$ cat src/rtl/scl_pkg.sv
package scl_pkg;
  localparam int NTAPS   = 7;
  localparam int NPHASE  = 17;
  localparam int CW      = 16;
  localparam int DW      = 32;
  localparam int IDX_W   = 6;
  localparam int AI_BIT  = 10;
  localparam int SEL_W   = 2;
  localparam int LOAD_ID = 1;

  typedef enum logic [1:0] {
    ST_IDLE = 2'd0,
    ST_IDX  = 2'd1,
    ST_DATA = 2'd2
  } ld_state_t;
endpackage

$ cat src/rtl/scl_tap_walk.sv
module scl_tap_walk #(
  parameter int NTAPS = scl_pkg::NTAPS,
  localparam int TW   = $clog2(NTAPS)
) (
  input  logic          clk,
  input  logic          rst_n,
  input  logic          clear,
  input  logic          step,
  output logic [TW-1:0] tap_lo,
  output logic [TW-1:0] tap_hi
);
  localparam logic [TW-1:0] LAST2 = TW'(NTAPS - 2);

  function automatic logic [TW-1:0] adv2(input logic [TW-1:0] t);
    return (t >= LAST2) ? t - LAST2 : t + TW'(2);
  endfunction

  always_ff @(posedge clk) begin
    if (!rst_n || clear) begin
      tap_lo <= '0;
      tap_hi <= TW'(1);
    end else if (step) begin
      tap_lo <= adv2(tap_lo);
      tap_hi <= adv2(tap_hi);
    end
  end

  AST_TAP_RANGE: assert property (@(posedge clk) disable iff (!rst_n)
    (tap_lo < TW'(NTAPS)) && (tap_hi < TW'(NTAPS)));
  AST_TAP_PAIR: assert property (@(posedge clk) disable iff (!rst_n)
    tap_hi == ((tap_lo == TW'(NTAPS - 1)) ? '0 : tap_lo + TW'(1)));
endmodule

$ cat src/rtl/scl_pair_mux.sv
module scl_pair_mux #(
  parameter int NTAPS = scl_pkg::NTAPS,
  parameter int CW    = scl_pkg::CW,
  localparam int TW   = $clog2(NTAPS)
) (
  input  logic [NTAPS*CW-1:0] coef_flat,
  input  logic [TW-1:0]       tap_lo,
  input  logic [TW-1:0]       tap_hi,
  output logic [2*CW-1:0]     pair
);
  logic [CW-1:0] taps [NTAPS];

  for (genvar g = 0; g < NTAPS; g++) begin : g_unpack
    assign taps[g] = coef_flat[g*CW +: CW];
  end

  always_comb begin
    pair = {taps[tap_hi], taps[tap_lo]};
  end
endmodule

$ cat src/rtl/scl_coef_loader.sv
module scl_coef_loader
  import scl_pkg::*;
#(
  parameter int N_TAPS   = NTAPS,
  parameter int N_PHASE  = NPHASE,
  parameter int COEF_W   = CW,
  parameter int DATA_W   = DW,
  parameter int AI_POS   = AI_BIT,
  parameter int SEL_BITS = SEL_W,
  parameter int ALLOW_ID = LOAD_ID
) (
  input  logic                     clk,
  input  logic                     rst_n,
  input  logic                     start,
  input  logic [SEL_BITS-1:0]      scaler_sel,
  input  logic [N_TAPS*COEF_W-1:0] coef_flat,
  output logic                     busy,
  output logic                     err,
  output logic                     wr_valid,
  input  logic                     wr_ready,
  output logic                     wr_addr,
  output logic [DATA_W-1:0]        wr_data
);
  localparam int NCOEF = N_TAPS * N_PHASE;
  localparam int NWORD = (NCOEF + 1) / 2;
  localparam int WCW   = $clog2(NWORD);
  localparam int TW    = $clog2(N_TAPS);
  localparam logic [DATA_W-1:0] IDX_WORD = DATA_W'(1) << AI_POS;

  ld_state_t         state;
  logic [WCW-1:0]    wcnt;
  logic [TW-1:0]     tap_lo, tap_hi;
  logic [2*COEF_W-1:0] pair;
  logic              hs, go;

  assign hs = wr_valid && wr_ready;
  assign go = (state == ST_IDLE) && start && (scaler_sel == SEL_BITS'(ALLOW_ID));

  always_ff @(posedge clk) begin
    if (!rst_n) begin
      state <= ST_IDLE;
      wcnt  <= '0;
      err   <= 1'b0;
    end else begin
      unique case (state)
        ST_IDLE: if (start) begin
          if (go) begin
            state <= ST_IDX;
            err   <= 1'b0;
          end else begin
            err <= 1'b1;
          end
        end
        ST_IDX: if (hs) begin
          state <= ST_DATA;
          wcnt  <= '0;
        end
        ST_DATA: if (hs) begin
          if (wcnt == WCW'(NWORD - 1)) state <= ST_IDLE;
          else                         wcnt  <= wcnt + 1'b1;
        end
        default: state <= ST_IDLE;
      endcase
    end
  end

  scl_tap_walk #(.NTAPS(N_TAPS)) u_walk (
    .clk    (clk),
    .rst_n  (rst_n),
    .clear  (go),
    .step   (hs && (state == ST_DATA)),
    .tap_lo (tap_lo),
    .tap_hi (tap_hi)
  );

  scl_pair_mux #(.NTAPS(N_TAPS), .CW(COEF_W)) u_mux (
    .coef_flat (coef_flat),
    .tap_lo    (tap_lo),
    .tap_hi    (tap_hi),
    .pair      (pair)
  );

  always_comb begin
    busy     = (state != ST_IDLE);
    wr_valid = busy;
    wr_addr  = (state == ST_DATA);
    wr_data  = (state == ST_DATA) ? DATA_W'(pair) : IDX_WORD;
  end

  AST_FIRST_INDEX: assert property (@(posedge clk) disable iff (!rst_n)
    $rose(busy) |-> !wr_addr);
  AST_HOLD_WRITE: assert property (@(posedge clk) disable iff (!rst_n)
    (wr_valid && !wr_ready) |=> wr_valid && $stable(wr_addr) && $stable(wr_data));
  AST_BUSY_END: assert property (@(posedge clk) disable iff (!rst_n)
    $fell(busy) |-> $past(wr_addr && hs));
  AST_ERR_QUIET: assert property (@(posedge clk) disable iff (!rst_n)
    err |-> !wr_valid);
  AST_FINAL_PAIR: assert property (@(posedge clk) disable iff (!rst_n)
    (wr_addr && wcnt == WCW'(NWORD - 1)) |-> (tap_hi == '0));
endmodule

$ cat config.mk
export PLATFORM = sky130hd
export DESIGN_NAME = scl_coef_loader
export DESIGN_NICKNAME = d
export VERILOG_FILES = /design/src/rtl/scl_pkg.sv /design/src/rtl/scl_tap_walk.sv /design/src/rtl/scl_pair_mux.sv /design/src/rtl/scl_coef_loader.sv
export SDC_FILE = /design/constraint.sdc
export NUM_CORES = 1
export LEC_CHECK = 0
export ABC_AREA = 1
export CAP_MARGIN = 20
export CORE_AREA = 2 2 96 80
export CTS_BUF_LIST = sky130_fd_sc_hd__clkbuf_8
export DETAILED_ROUTE_END_ITERATION = 10
export DIE_AREA = 0 0 98 82
export PLACE_DENSITY_LB_ADDON = 0.15
export SYNTH_ARGS = -nofsm -noshare
export SYNTH_HDL_FRONTEND = slang
export SYNTH_SLANG_ARGS = --single-unit
$ cat constraint.sdc
create_clock -name clk -period 3.64 [get_ports clk]
set_clock_uncertainty 0.2 [all_clocks]
set_input_delay 0.364 -clock clk [delete_from_list [all_inputs] [get_ports clk]]
set_output_delay 0.364 -clock clk [all_outputs]
set_load 0.02 [all_outputs]
==> impl_metrics.json <==
{
  "required_ps": 3080,
  "end_kind": "primary output",
  "path_cells": "inv_4, nand2_2, o21ai_0, o21ai_1, nor2_1, clkdlybuf4s50_1",
  "cts_root_buf": "clkbuf_8",
  "place.gp.congestion": 0.994,
  "power_density_mw_per_mm2": 133,
  "cts_setup_buffers": 0,
  "row_count": 28,
  "path_buf_inv": 2,
  "yosysTopAreaCellShare_pct": 14.5,
  "place_hpwl_mm": 9.12,
  "tns_ps": 0,
  "finalCriticalPeriod_ps": 3110,
  "via_per_inst": 5.72,
  "cts_made_buffers": 3,
  "ant_nets": 0,
  "wire_per_inst_um": 15.9,
  "drv_slew": 0,
  "dr_total_vias": 4477,
  "drcViolationCount": 0,
  "hold_depth": 2,
  "area_growth_pct": 45.2,
  "ys_types": 32,
  "ctsHoldBuffers": 0,
  "drt_iter0_drc": 493,
  "setup_viol": 0,
  "fin_nets": 820,
  "cts_resized": 0,
  "dr.pass1.iters": 5,
  "reg2regPathDepth": 7,
  "vdd.ir_drop.worst_v": 0.000132,
  "crit_fanout": 51,
  "ys_ff_latch": 15,
  "clk_pin_slew_ps": 60,
  "grt_pass1_wl_mm": 19.3,
  "fmax_mhz": 321,
  "slew_headroom_pct": 43.6,
  "rsz0062_at_grt": "no",
  "critPathArrivalTime_ps": 2550,
  "power_w": 0.000610,
  "slowest_stage": "clkdlybuf4s50_1",
  "n_antenna_cell": 0,
  "synthesis.area_mm2": 0.00317,
  "pin_count": 154,
  "synth_top_area_cell": "o21ai_0",
  "antenna_found_initial": 0,
  "clk_latency_ps": 250,
  "layout-drive-gt1-share_pct": 6.93,
  "cts_tree": "yes",
  "cp_top_family": "buffers and inverters",
  "period_share_pct": 85.5,
  "max_stage_delay_ps": 610,
  "worst_slew_pin_slew_ps": 843,
  "cap_violations": 0,
  "htreeDepth": 1,
  "ys_seq_area_share_pct": 9.48,
  "grt_pass1_vias": 3900,
  "grt_overflow": 0,
  "min_path_type": "reg -> reg",
  "die_width_um": 98,
  "core-area_mm2": 0.00711,
  "port_buffers": 153,
  "wl_mm": 12.4,
  "leakage_nw": 1.89,
  "cp.depth": 6,
  "grt_max_degree": 52,
  "die_area_mm2": 0.00804,
  "postSynthAreaPerCell_um2": 5.53,
  "track_usage_pct": 29.2,
  "path_class": "reg -> out",
  "status": "completed",
  "synth_nets": 699,
  "hold_violations": 0,
  "yosys_warnings": 0,
  "die_h_um": 82,
  "synth_area_leaders": "o21ai_0 15%, o21ai_1 11%, nand2_1 11%, dfxtp_1 9.5%, nor2_1 9.4%",
  "clockBufferDepth": 2,
  "clock_sinks": 15,
  "start_kind": "flip-flop",
  "initial_utilization_pct": 44.5,
  "syn_inst": 573
}
[path summary, 6_finish.rpt]
path | startpoint | end | slack (ps)
setup / recovery | u_walk.tap_hi[0]$_SDFFE_PP1P_ | wr_data[24] | 530
hold / removal | err$_SDFFE_PN0P_ | err$_SDFFE_PN0P_ | 250
setup reg to reg | state[1]$_SDFFE_PN0P_ | u_walk.tap_hi[0]$_SDFFE_PP1P_ | 1480
hold reg to reg | err$_SDFFE_PN0P_ | err$_SDFFE_PN0P_ | 250
[worst reg2reg max path, stage by stage, from the launching register on]
cell and delay, ps:
dfxtp_1 350, inv_2 70, nor2_4 640, nand2_1 290, inv_2 200, nand2_1 90
a21oi_1 130, o21ai_1 80
[placed cells by master (no fill, tap or decap), drive strengths merged, types with 2 or more instances in the layout]
cell type      count
o21ai            166
clkbuf             3
clkdlybuf4s50    153
buf                7
dfxtp             15
o22ai              2
nand3             11
o211ai            32
nor3               2
ha                 8
nor2              80
a21oi             46
nand2             94
inv               69
[cell families (layout without fill, tap and decap cells)]
logic type      Yosys count  count (layout)  share of synthesized area, %
flops                    15              15                          9.48
simple gates            189             189                          24.1
xor+xnor                  2               2                         0.553
fa+ha+maj                 8               8                          3.16
compound gates          247             247                          44.7
buf+inv                 112             232                          18.1
[sequential cells by signal (all words and copies together) (netlist names)]
register       flops
state              2
u_walk.tap_lo      3
err                1
u_walk.tap_hi      3
wcnt               6
[cell usage after synthesis (all sizes together)]
master  instances
clkbuf          7
nor3b           1
xor2            1
nand3          11
a21oi          46
or2             1
o22ai           2
nand2          94
inv            68
xnor2           1
a211oi          1
nor3            2
buf            37
nor2           80
o21ai         166
ha              8
o211ai         32
dfxtp          15
[final cells by class]
class / instances / area [µm²]
repair buffers: 160 / 1580
well taps: 90 / 113
clock inverters: 1 / 3.75
clock buffers: 3 / 41.3
multi-input cells: 446 / 2290
flip-flops and latches: 15 / 303
inverters: 68 / 260
fillers: 681 / 2510
[stage by stage]
stage          std cells  utilization [%]  hold slack, ps  setup slack [ps]  instance area, µm²
2_1_floorplan        573                -             237              1880                3170
3_3_place_gp         779             64.0             236               842                4550
3_5_place_dp         779             64.0             248               851                4550
4_1_cts              783             64.7             254               580                4600
5_1_grt              783             64.7             284               411                4600
6_report             783             64.7             250               529                4600
[where the power goes]
part	internal [W]	switching (W)
Clock	0.0000748	0.0000627
Combinational	0.000172	0.000131
Sequential	0.000167	0.00000282
Total	0.000414	0.000197
[metal layers]
layer  global-route usage (%)  up-vias  wire, µm
li1                         -     2155         -
met2                     44.8      296      5200
met1                     42.2     2007      5610
met5                        0        -         0
met3                     6.47       19      1490
met4                     5.28        0       140
Power figures use the tool's default switching activity.
